--- config.mk ---
export PLATFORM = sky130hd
export DESIGN_NAME = pci_err_status
export DESIGN_NICKNAME = d
export VERILOG_FILES = /design/src/rtl/pci_errstat_pkg.sv /design/src/rtl/pci_errstat_stall_mon.sv /design/src/rtl/pci_errstat_evt_qual.sv /design/src/rtl/pci_errstat_flag_bank.sv /design/src/rtl/pci_err_status.sv
export SDC_FILE = /design/constraint.sdc
export NUM_CORES = 1
export LEC_CHECK = 0
export ABC_CLOCK_PERIOD_IN_PS = 1700
export CAP_MARGIN = 0
export CORE_AREA = 4 4 64 77
export DETAILED_ROUTE_END_ITERATION = 10
export DIE_AREA = 0 0 68 81
export PLACE_DENSITY = 0.79
export REMOVE_ABC_BUFFERS = 1
export SKIP_LAST_GASP = 1
export SLEW_MARGIN = 25
export SYNTH_ARGS = -nofsm -noshare
export SYNTH_HDL_FRONTEND = slang
export SYNTH_HIERARCHICAL = 1
export SYNTH_SLANG_ARGS = --single-unit
export TNS_END_PERCENT = 5
--- constraint.sdc ---
create_clock -name clk -period 1.7 [get_ports clk]
set_clock_uncertainty 0.05 [all_clocks]
set_input_delay 0.17 -clock clk [delete_from_list [all_inputs] [get_ports clk]]
set_output_delay 0.17 -clock clk [all_outputs]
set_load 0.02 [all_outputs]
--- src/rtl/pci_errstat_pkg.sv ---
package pci_errstat_pkg;

    localparam int WORD_W    = 32;
    localparam int NUM_FLAGS = 5;

    // Bit positions in the status word; decoded by software, so fixed.
    localparam int POS_TMO   = 11;
    localparam int POS_TABT  = 3;
    localparam int POS_MABT  = 2;
    localparam int POS_RPERR = 1;
    localparam int POS_WPERR = 0;

    typedef struct packed {
        logic tmo;
        logic tabt;
        logic mabt;
        logic rperr;
        logic wperr;
    } flag_set_t;

    function automatic logic [WORD_W-1:0] flags_to_word(input flag_set_t f);
        logic [WORD_W-1:0] w;
        w            = '0;
        w[POS_TMO]   = f.tmo;
        w[POS_TABT]  = f.tabt;
        w[POS_MABT]  = f.mabt;
        w[POS_RPERR] = f.rperr;
        w[POS_WPERR] = f.wperr;
        return w;
    endfunction

    function automatic flag_set_t word_to_flags(input logic [WORD_W-1:0] w);
        flag_set_t f;
        f.tmo   = w[POS_TMO];
        f.tabt  = w[POS_TABT];
        f.mabt  = w[POS_MABT];
        f.rperr = w[POS_RPERR];
        f.wperr = w[POS_WPERR];
        return f;
    endfunction

endpackage

--- src/rtl/pci_errstat_stall_mon.sv ---
module pci_errstat_stall_mon #(
    parameter int LIMIT = 8
) (
    input  logic clk,
    input  logic rst,
    input  logic data_phase_i,
    input  logic irdy_i,
    output logic fire_o
);
    localparam int CNT_W = $clog2(LIMIT + 1);
    localparam logic [CNT_W-1:0] LAST_STALL = CNT_W'(LIMIT - 1);
    localparam logic [CNT_W-1:0] SATURATED  = CNT_W'(LIMIT);

    logic             stall;
    logic [CNT_W-1:0] cnt_q;

    assign stall  = data_phase_i && !irdy_i;
    assign fire_o = stall && (cnt_q == LAST_STALL);

    // Count stalled cycles; saturate past the limit so one stall fires once.
    always_ff @(posedge clk) begin
        if (rst) begin
            cnt_q <= '0;
        end else if (!stall) begin
            cnt_q <= '0;
        end else if (cnt_q != SATURATED) begin
            cnt_q <= cnt_q + 1'b1;
        end
    end

    a_r4_single_fire: assert property (@(posedge clk) disable iff (rst)
        fire_o |=> !fire_o);

    a_r3_break_restarts: assert property (@(posedge clk) disable iff (rst)
        (!stall && (LIMIT > 1)) |=> !fire_o);

endmodule

--- src/rtl/pci_errstat_evt_qual.sv ---
module pci_errstat_evt_qual
    import pci_errstat_pkg::*;
(
    input  logic      ext_master_i,
    input  logic      tgt_abort_i,
    input  logic      mst_abort_i,
    input  logic      perr_i,
    input  logic      xfer_write_i,
    input  logic      tmo_fire_i,
    output flag_set_t set_o
);
    always_comb begin
        set_o       = '0;
        set_o.tmo   = tmo_fire_i;
        set_o.tabt  = ext_master_i && tgt_abort_i;
        set_o.mabt  = ext_master_i && mst_abort_i;
        set_o.rperr = ext_master_i && perr_i && !xfer_write_i;
        set_o.wperr = ext_master_i && perr_i &&  xfer_write_i;
    end

    always_comb begin
        a_r6_perr_one_side: assert ($countones({set_o.rperr, set_o.wperr}) <= 1);
    end

endmodule

--- src/rtl/pci_errstat_flag_bank.sv ---
module pci_errstat_flag_bank #(
    parameter int N = 5
) (
    input  logic         clk,
    input  logic         rst,
    input  logic [N-1:0] set_i,
    input  logic [N-1:0] clr_i,
    output logic [N-1:0] flag_o,
    output logic         irq_o
);
    logic [N-1:0] flag_q;
    logic [N-1:0] flag_d;
    logic         irq_q;

    genvar i;
    generate
        for (i = 0; i < N; i++) begin : g_bit
            // Set dominates clear so that an event is never lost.
            assign flag_d[i] = set_i[i] | (flag_q[i] & ~clr_i[i]);

            always_ff @(posedge clk) begin
                if (rst) flag_q[i] <= 1'b0;
                else     flag_q[i] <= flag_d[i];
            end

            a_r8_set_wins: assert property (@(posedge clk) disable iff (rst)
                set_i[i] |=> flag_q[i]);

            a_r7_w1c: assert property (@(posedge clk) disable iff (rst)
                (clr_i[i] && !set_i[i]) |=> !flag_q[i]);

            a_r7_sticky: assert property (@(posedge clk) disable iff (rst)
                (flag_q[i] && !clr_i[i]) |=> flag_q[i]);
        end
    endgenerate

    always_ff @(posedge clk) begin
        if (rst) irq_q <= 1'b0;
        else     irq_q <= |flag_d;
    end

    assign flag_o = flag_q;
    assign irq_o  = irq_q;

    a_r10_irq_tracks: assert property (@(posedge clk) disable iff (rst)
        irq_q == (flag_q != '0));

endmodule

--- src/rtl/pci_err_status.sv ---
module pci_err_status
    import pci_errstat_pkg::*;
#(
    parameter int STALL_LIMIT = 8
) (
    input  logic              clk,
    input  logic              rst,
    input  logic              ext_master_i,
    input  logic              tgt_abort_i,
    input  logic              mst_abort_i,
    input  logic              perr_i,
    input  logic              xfer_write_i,
    input  logic              data_phase_i,
    input  logic              irdy_i,
    input  logic              host_wr_i,
    input  logic [WORD_W-1:0] host_wdata_i,
    output logic [WORD_W-1:0] host_rdata_o,
    input  logic              cfg_wr_i,
    input  logic [WORD_W-1:0] cfg_wdata_i,
    output logic [WORD_W-1:0] cfg_rdata_o,
    output logic              irq_o
);
    logic        tmo_fire;
    flag_set_t   set_vec;
    flag_set_t   clr_vec;
    flag_set_t   flags_q;
    logic [WORD_W-1:0] status_word;

    pci_errstat_stall_mon #(.LIMIT(STALL_LIMIT)) u_stall (
        .clk          (clk),
        .rst          (rst),
        .data_phase_i (data_phase_i),
        .irdy_i       (irdy_i),
        .fire_o       (tmo_fire)
    );

    pci_errstat_evt_qual u_qual (
        .ext_master_i (ext_master_i),
        .tgt_abort_i  (tgt_abort_i),
        .mst_abort_i  (mst_abort_i),
        .perr_i       (perr_i),
        .xfer_write_i (xfer_write_i),
        .tmo_fire_i   (tmo_fire),
        .set_o        (set_vec)
    );

    // Only the host side may clear; the configuration side has no write path.
    assign clr_vec = host_wr_i ? word_to_flags(host_wdata_i) : '0;

    pci_errstat_flag_bank #(.N(NUM_FLAGS)) u_bank (
        .clk    (clk),
        .rst    (rst),
        .set_i  (set_vec),
        .clr_i  (clr_vec),
        .flag_o (flags_q),
        .irq_o  (irq_o)
    );

    assign status_word  = flags_to_word(flags_q);
    assign host_rdata_o = status_word;
    assign cfg_rdata_o  = status_word;

    a_r2_reserved_zero: assert property (@(posedge clk) disable iff (rst)
        (host_rdata_o[31:12] == '0) && (host_rdata_o[10:4] == '0));

    a_r5_internal_master: assert property (@(posedge clk) disable iff (rst)
        !ext_master_i |=> !($rose(flags_q.tabt) || $rose(flags_q.mabt) ||
                            $rose(flags_q.rperr) || $rose(flags_q.wperr)));

    a_r9_cfg_write_ignored: assert property (@(posedge clk) disable iff (rst)
        (cfg_wr_i && (cfg_wdata_i != '0) && !host_wr_i && (set_vec == '0))
            |=> $stable(flags_q));

endmodule

==> results of run 1 <==
## through the flow
step | area (µm²) | setup WS (ns) | utilization (%) | power (µW)
after floorplan | 721 | 0.482 | - | 409
after global placement | 1050 | 0.138 | 24.8 | 476
after detailed placement | 1050 | 0.132 | 24.8 | 478
after CTS | 1100 | 0.194 | 26.1 | 776
after global routing | 1100 | 0.139 | 26.1 | 818
final | 1100 | 0.212 | 26.1 | 768
## cells by family after synthesis
logic type	synth area share (%)
adder cells (fa/ha/maj)	2.57
XOR/XNOR	1.80
multiplexers	1.03
AND/OR/NAND/NOR	17.2
AO/OA/AOI/OAI	7.72
flip-flops	20.6
other	0.386
buffers and inverters	48.6
## per-layer routing
metal / vias to the layer above / wire length (µm)
li1: 295 / -
met1: 282 / 480
met2: 54 / 769
met3: 0 / 350
met4: 0 / 0
met5: - / 0
## worst max-delay path by stage
stage | cells after the start | startpoint | slack (ns) | to
final | 1 | u_bank/flag_o[3] | 0.21 | cfg_rdata_o[3]
after global routing | 1 | u_bank/flag_o[3] | 0.14 | host_rdata_o[3]
after global placement | 5 | host_wr_i | 0.14 | u_bank/irq_o
after detailed placement | 5 | host_wr_i | 0.13 | u_bank/irq_o
after CTS | 1 | u_bank/flag_o[3] | 0.19 | cfg_rdata_o[3]
after floorplan | 3 | u_bank/flag_o[2] | 0.48 | u_bank/irq_o
## placed cells by master, fill, tap and decap left out, drive strengths merged, types with 2 or more instances in the layout
cell and count:
nand2b 2, nand2 2, and2 7, dfxtp 10, nand3b 2, inv 6, nor2 7, conb 54
ha 2, clkdlybuf4s50 25, a21oi 5, clkbuf 4
## flip-flops by register name, summed over array words and instances (netlist names)
| name | flops |
|---|---|
| u_bank/flag_o | 5 |
| u_stall/cnt_q | 4 |
| u_bank/irq_o | 1 |
## power by group
group / switching, µW / leakage, µW / internal (µW)
Combinational: 153 / 0.000401 / 71.8
Sequential: 6.45 / 0.0000817 / 244
Clock: 89.3 / 0.0000288 / 203
Total: 249 / 0.000511 / 519
## cells in the mapped netlist (all sizes together)
cell type | count | area share, %
nand3 | 1 | 0.51
and3b | 1 | 0.90
nor2 | 7 | 2.7
a41oi | 1 | 0.90
a21oi | 5 | 3.0
mux2i | 1 | 1.0
and2 | 7 | 4.8
or2 | 1 | 0.90
nor2b | 1 | 0.64
ha | 2 | 2.6
nor3 | 1 | 0.51
a2111oi | 1 | 2.8
buf | 60 | 46
conb | 1 | 0.39
inv | 6 | 2.3
nand3b | 2 | 2.8
nand2 | 2 | 0.77
xnor2 | 1 | 0.90
o21ba | 1 | 1.0
xor2 | 1 | 0.90
dfxtp | 10 | 21
nand2b | 2 | 2.1
and3 | 1 | 0.64
## final cells by class
type | count | area share (%)
well taps | 56 | 6.35
flip-flops and latches | 10 | 18.1
inverters | 6 | 2.04
clock buffers | 4 | 4.99
multi-input cells | 93 | 45.1
repair buffers | 26 | 23.4
==> results.py, run 1 <==
metrics = {
    "sta": {
        "fin_crit_ns": 1.49,
        "rsz0062_at_grt": "false",
        "finalHoldViolations": 0,
        "finalCritPeriodShare_pct": 87.5,
        "hold_slack_ns": 0.486,
        "slew_viol_final": 0,
        "fmaxAchievable_mhz": 672,
        "setup_tns_ns": 0,
        "setup_violations": 0,
    },
    "placed_design": {
        "dp_hpwl_um": 1400,
        "finalWeightedCongestion": 0.631,
        "portBuffers": 25,
        "dp.cells": 191,
    },
    "worst_setup_path": {
        "slowest_stage": "clkdlybuf4s50_1",
        "reg2reg_depth": 5,
        "timing.rr.end": "u_bank/irq_o",
        "crit_family": "buffers and inverters",
        "crit_path_max_fanout": 4,
        "required_ns": 1.48,
        "start_kind": "register",
        "rr_startpoint": "u_stall/cnt_q[0]",
        "critical_path.endpoint_type": "primary output",
        "r2r_setup_slack_ns": 0.51,
        "cp_slowest_stage_delay_ns": 0.63,
        "arrival_ns": 1.27,
        "crit_type": "register to primary output",
        "crit_chain": "clkdlybuf4s50_1",
        "critPathBufInv": 1,
    },
    "outcome": {
        "status": "finished, final reports clean",
    },
    "clock_tree": {
        "htreeDepth": 1,
        "postCtsSetupRepairBufs": 0,
        "clk_pin_slew_ns": 0.05,
        "cts_buffer_depth": 2,
        "clkLatencyLatePin_ns": 0.23,
        "cts.sinks": 10,
        "postCtsHoldBufs": 0,
        "cts-root-buf": "clkbuf_8",
        "cts_inserted_buffers": 3,
        "cts_resized": 0,
        "cts_tree": "built",
    },
    "global_route": {
        "grt_max_degree": 8,
        "grt_pass1_wl_um": 2080,
        "grt_use_met1_pct": 4.24,
        "grt.busiest_layer": "met2",
        "track_usage_pct": 5.11,
        "use_met3_pct": 3.32,
        "grtUsageMet2_pct": 9.16,
        "antenna_found_initial": 0,
        "overflow": 0,
        "grt_pass1_vias": 482,
    },
    "route": {
        "drc": 0,
        "wirelength_um": 1600,
        "drt_first_pass_iters": 4,
        "wl_per_cell_um": 8.20,
        "drt-initial-drc-count": 7,
        "viasPerCell": 3.24,
        "antenna_left": 0,
        "via_count": 631,
    },
    "power_and_ir_drop": {
        "peakVddDrop_mv": 0.204,
        "p_leak_uw": 0.000511,
        "power_density_nw_per_um2": 695,
    },
    "floorplanning": {
        "dieArea_um2": 5510,
        "die_w_um": 68,
        "coreArea_um2": 4230,
        "rows": 26,
        "die_h_um": 81,
        "ios": 140,
        "initial_core_util_pct": 23.0,
    },
    "logic_synthesis": {
        "synth-seq-cells": 10,
        "synth-seq-area-share_pct": 20.6,
        "yosysUniqueCellTypes": 28,
        "synthCells": 116,
        "ys_warn_count": 6,
        "synth.avg_cell_area_um2": 8.38,
        "synth_area_um2": 972,
    },
    "layout": {
        "layout-drive-gt1-share_pct": 10.1,
        "ff_latch_area_um2": 200,
        "syn2layout_area_growth_pct": 13.5,
        "finalNetCount": 217,
        "fillers": 463,
        "multi_input_area_um2": 498,
        "final_cells": 195,
        "diodes": 0,
    },
    "worst_hold_path": {
        "hold_start": "u_bank/flag_o[1]",
        "hold_depth": 2,
        "hp-class": "register to register",
        "holdPathEnd": "u_bank/flag_o[1]",
    },
    "flow_run": {
        "drv_cap": 0,
    },
}
Note: power is estimated with default switching activity, not from simulation.
==> run 2: changes to the inputs <==
- CORE_AREA: 4 4 64 77 -> 4 4 51 53
- DIE_AREA: 0 0 68 81 -> 0 0 55 57
- DONT_BUFFER_PORTS: unset -> 1
- PLACE_DENSITY: 0.79 -> unset
==> run 2 against run 1 <==
Fmax is 24% higher. Sequential power up 3%. Count of clock-buffer cells in the layout is the same. Wire length decreased by 6.6%. Global-route usage increased by 4.0 points. First-iteration DRC count shrank 43%. Non-clock buffer count fell by 21.
==> results.py, run 2 (synthesis results as in run 1) <==
metrics = {
    "outcome": {
        "status": "finished, final reports clean",
    },
    "sta": {
        "layout_setup_ws_ns": 0.504,
        "setup_tns_ns": 0,
        "fin_crit_ns": 1.20,
        "slew_viol_final": 0,
        "finalCritPeriodShare_pct": 70.3,
        "rsz0062_at_grt": "false",
        "finalHoldViolations": 0,
        "hold_slack_ns": 0.0238,
        "slew_headroom_pct": 64.5,
        "tightest_slew_ns": 0.532,
        "setup_violations": 0,
        "fmaxAchievable_mhz": 836,
    },
    "floorplanning": {
        "initial_core_util_pct": 45.3,
        "ios": 140,
        "die_h_um": 57,
        "coreArea_um2": 2150,
        "dieArea_um2": 3140,
        "rows": 17,
        "die_w_um": 55,
    },
    "global_route": {
        "grt_pass1_vias": 457,
        "track_usage_pct": 9.11,
        "grt_max_degree": 7,
        "antenna_found_initial": 0,
        "grt_pass1_wl_um": 2040,
        "overflow": 0,
    },
    "power_and_ir_drop": {
        "seqPwrFrac_pct": 40.2,
        "peakVddDrop_mv": 0.474,
        "combPwrFrac_pct": 26.0,
        "p_total_uw": 639,
        "p_sw_share_pct": 37.0,
        "p_switching_uw": 237,
        "intPower_uw": 402,
        "pwr-share-clk_pct": 33.8,
        "p_leak_uw": 0.000431,
        "power_density_nw_per_um2": 768,
    },
    "worst_setup_path": {
        "arrival_ns": 1.34,
        "crit_type": "register to register",
        "cp_num_cells": 5,
        "critical_path.endpoint_type": "register",
        "r2r_setup_slack_ns": 0.50,
        "required_ns": 1.85,
        "crit_path_max_fanout": 4,
        "critPathBufInv": 0,
        "start_kind": "register",
        "slowest_stage": "dfxtp_1",
        "timing.rr.end": "u_bank/irq_o",
        "crit_family": "flip-flops",
        "reg2reg_depth": 5,
        "crit_chain": "ha_1 > nand2_1 > nor3_1 > a21oi_1 > a41oi_1",
        "rr_startpoint": "u_stall/cnt_q[0]",
        "cp_slowest_stage_delay_ns": 0.39,
    },
    "clock_tree": {
        "postCtsSetupRepairBufs": 0,
        "postCtsHoldBufs": 1,
        "cts_tree": "built",
        "clkLatencyLatePin_ns": 0.27,
        "cts.sinks": 10,
        "clk_pin_slew_ns": 0.07,
        "cts_buffer_depth": 2,
        "cts_resized": 0,
        "cts-root-buf": "clkbuf_4",
        "htreeDepth": 1,
        "cts_inserted_buffers": 3,
    },
    "route": {
        "drt-initial-drc-count": 4,
        "via_count": 547,
        "wl_per_cell_um": 10.2,
        "antenna_left": 0,
        "drc": 0,
        "viasPerCell": 3.75,
        "drt_first_pass_iters": 4,
        "wirelength_um": 1490,
    },
    "layout": {
        "layout_common_cells": "conb_1 (54), dfxtp_1 (10), nor2_1 (7), and2_1 (5), inv_1 (5)",
        "multi_input_area_um2": 498,
        "fillers": 226,
        "ff_latch_area_um2": 200,
        "layout-drive-gt1-share_pct": 14.4,
        "layout_commonest_cell": "conb_1",
        "syn2layout_area_growth_pct": -14.4,
        "largest_reg_flops": 5,
        "diodes": 0,
        "finalNetCount": 196,
    },
    "placed_design": {
        "dp_hpwl_um": 1320,
        "place_ws_ns": 0.501,
        "finalWeightedCongestion": 0.709,
        "portBuffers": 0,
    },
    "worst_hold_path": {
        "hold_start": "rst",
        "hp-class": "input pin to register",
        "holdPathEnd": "u_bank/flag_o[2]",
        "hold_depth": 1,
    },
    "flow_run": {
        "drv_cap": 0,
    },
}
-- run 2: through the flow --
step / area (µm²) / util, % / std cells
after floorplan: 721 / - / 109
after global placement: 786 / 36.6 / 141
after detailed placement: 786 / 36.6 / 141
after CTS: 832 / 38.7 / 146
after global routing: 832 / 38.7 / 146
final: 832 / 38.7 / 146
-- run 2: power groups by stage --
| stage | sequential [µW] | clock (µW) | combinational [µW] |
|---|---|---|---|
| after global routing | 258 | 242 | 181 |
| after detailed placement | 263 | 0 | 160 |
| after CTS | 257 | 224 | 163 |
| final | 257 | 216 | 166 |
| after floorplan | 270 | 0 | 139 |
| after global placement | 262 | 0 | 159 |
-- run 2: worst max path at each step --
stage                          start           end
global placement    u_bank/flag_o[3]  u_bank/irq_o
floorplan           u_bank/flag_o[2]  u_bank/irq_o
CTS                 u_stall/cnt_q[0]  u_bank/irq_o
global route        u_stall/cnt_q[0]  u_bank/irq_o
finish              u_stall/cnt_q[0]  u_bank/irq_o
detailed placement  u_stall/cnt_q[0]  u_bank/irq_o
-- run 2: area by class of cell --
class	count	share of cell area [%]
clock buffer	4	4.36
sequential	10	24.1
multi-input combinational	93	59.8
inverter	6	2.71
timing repair buffer	5	4.81
tap	28	4.21
-- run 2: metal layers --
| layer | part of all wire, % | vias up | wire, µm | track usage [%] |
|---|---|---|---|---|
| li1 | - | 251 | - | - |
| met1 | 31 | 239 | 465 | 9.74 |
| met2 | 44 | 54 | 663 | 13.5 |
| met3 | 23 | 3 | 351 | 7.05 |
| met4 | 0.94 | 0 | 14 | 3.13 |
| met5 | 0 | - | 0 | 0 |
==> run 3: changes to the inputs <==
- ABC_CLOCK_PERIOD_IN_PS: 1700 -> 1050
- clock period: 1.7 -> 1.05 ns (I/O delays scaled with it)
==> run 3 against run 2 <==
The flow now finishes with violations (setup timing). Design area up 7.2%. Hold slack better by 0.037 ns. Critical path depth unchanged. Wire length up 1.9%. Global-route usage up 0.58 points. Sequential power up 58%. Cell count up 2.1%. Clock power up 16%. Die area unchanged. Critical path type unchanged. Largest cell class unchanged. Largest power group unchanged.
==> results.py, run 3 (synthesis results as in run 1) <==
metrics = {
    "outcome": {
        "status": "finished, violations left",
        "violations": "setup timing",
    },
    "layout": {
        "layout_commonest_cell": "conb_1",
        "post-route-util_pct": 41.5,
        "layout-drive-gt1-share_pct": 24.0,
        "syn2layout_area_growth_pct": -8.24,
        "largest_reg_flops": 5,
        "diodes": 0,
        "layout_common_cells": "conb_1 (54), buf_4 (8), dfxtp_1 (8), nor2_1 (7), and2_1 (5)",
        "fillers": 235,
        "finalNetCount": 200,
    },
    "route": {
        "drc": 0,
        "wirelength_um": 1520,
        "viasPerCell": 3.72,
        "drt-initial-drc-count": 2,
        "antenna_left": 0,
        "via_count": 554,
        "wl_per_cell_um": 10.2,
        "drt_first_pass_iters": 4,
    },
    "floorplanning": {
        "die_w_um": 55,
        "initial_core_util_pct": 45.3,
        "dieArea_um2": 3140,
        "coreArea_um2": 2150,
        "rows": 17,
        "ios": 140,
        "die_h_um": 57,
    },
    "placed_design": {
        "finalWeightedCongestion": 0.717,
        "dp_hpwl_um": 1330,
        "portBuffers": 0,
    },
    "sta": {
        "rsz0062_at_grt": "true",
        "slew_viol_final": 0,
        "setup_violations": 1,
        "fmaxAchievable_mhz": 945,
        "finalHoldViolations": 0,
        "fin_crit_ns": 1.06,
        "finalCritPeriodShare_pct": 101,
        "layout_setup_ws_ns": -0.00793,
        "setup_tns_ns": -0.00793,
    },
    "global_route": {
        "grt_pass1_vias": 496,
        "track_usage_pct": 9.69,
        "grt_pass1_wl_um": 2180,
        "grt_max_degree": 8,
        "overflow": 0,
        "antenna_found_initial": 0,
    },
    "clock_tree": {
        "htreeDepth": 1,
        "cts_inserted_buffers": 3,
        "clkLatencyLatePin_ns": 0.26,
        "cts-root-buf": "clkbuf_4",
        "cts_tree": "built",
        "clk_pin_slew_ns": 0.06,
        "cts_buffer_depth": 2,
        "cts.sinks": 10,
    },
    "worst_setup_path": {
        "crit_type": "register to register",
        "critical_path.endpoint_type": "register",
        "required_ns": 1.15,
        "arrival_ns": 1.16,
        "crit_path_max_fanout": 3,
        "start_kind": "register",
    },
    "power_and_ir_drop": {
        "p_leak_uw": 0.000449,
        "power_density_nw_per_um2": 1060,
        "peakVddDrop_mv": 0.444,
    },
    "flow_run": {
        "drv_cap": 0,
    },
    "worst_hold_path": {
        "hp-class": "input pin to register",
    },
}
==> run 3: cell types whose count changed in the layout (fill, tap and decap cells not counted), sizes merged <==
cell,previous run,this run
buf,4,8
clkbuf,4,3
==> run 3: through the flow <==
step / setup slack (ns) / power, µW / area, µm² / cells / hold slack, ns
2_1_floorplan: -0.168 / 663 / 721 / 109 / 0.127
3_3_place_gp: -0.103 / 686 / 801 / 143 / 0.129
3_5_place_dp: -0.123 / 689 / 801 / 143 / 0.131
4_1_cts: -0.0277 / 959 / 888 / 149 / 0.0463
5_1_grt: -0.0584 / 1020 / 892 / 149 / 0.0403
6_report: -0.00793 / 945 / 892 / 149 / 0.0608
==> run 3: final cells by class <==
type	instances	area [µm²]	share of cell area [%]
repair buffers	9	70.1	7.85
inverters	6	22.5	2.52
well taps	28	35.0	3.93
multi-input cells	93	534	59.9
clock buffers	3	22.5	2.52
flip-flops and latches	10	208	23.3
==> run 3: power by group <==
part / internal [µW] / leakage, µW / switching, µW
combinational: 54.3 / 0.000352 / 234
sequential: 390 / 0.0000832 / 14.9
clock: 132 / 0.0000138 / 119
total: 576 / 0.000449 / 368
==> run 3: worst paths after layout <==
| kind | startpoint | endpoint | slack (ns) | cells after the start |
|---|---|---|---|---|
| worst max-delay path | u_stall/cnt_q[1] | u_stall/cnt_q[1] | -0.008 | 5 |
| worst min-delay path | data_phase_i | u_stall/cnt_q[0] | 0.06 | 3 |
| worst max register to register | u_stall/cnt_q[1] | u_stall/cnt_q[1] | -0.008 | 5 |
| worst min register to register | u_bank/flag_o[0] | u_bank/flag_o[0] | 0.47 | 2 |
==> run 3: worst max-delay path: stages (launching register included) <==
cell,delay (ns)
dfxtp_4,0.37
inv_2,0.05
ha_4,0.16
nand3b_4,0.08
mux2i_1,0.18
nor2_1,0.05
==> run 3: what timing repair did <==
action                     4_1_cts  5_1_grt
setup buffers                    2        0
setup endpoints to repair        4        6
hold buffers                     1        0
hold endpoints to repair        10        0
resized for setup               12        1
gates cloned                     0        0
pin swaps                        4        2
==> run 3: metal layers <==
| metal | track usage [%] | part of all wire, % | vias up |
|---|---|---|---|
| met5 | 0 | 0 | - |
| met4 | 4.17 | 0 | 0 |
| met3 | 5.74 | 22 | 0 |
| met2 | 14.9 | 48 | 53 |
| met1 | 10.6 | 30 | 241 |
| li1 | - | - | 260 |
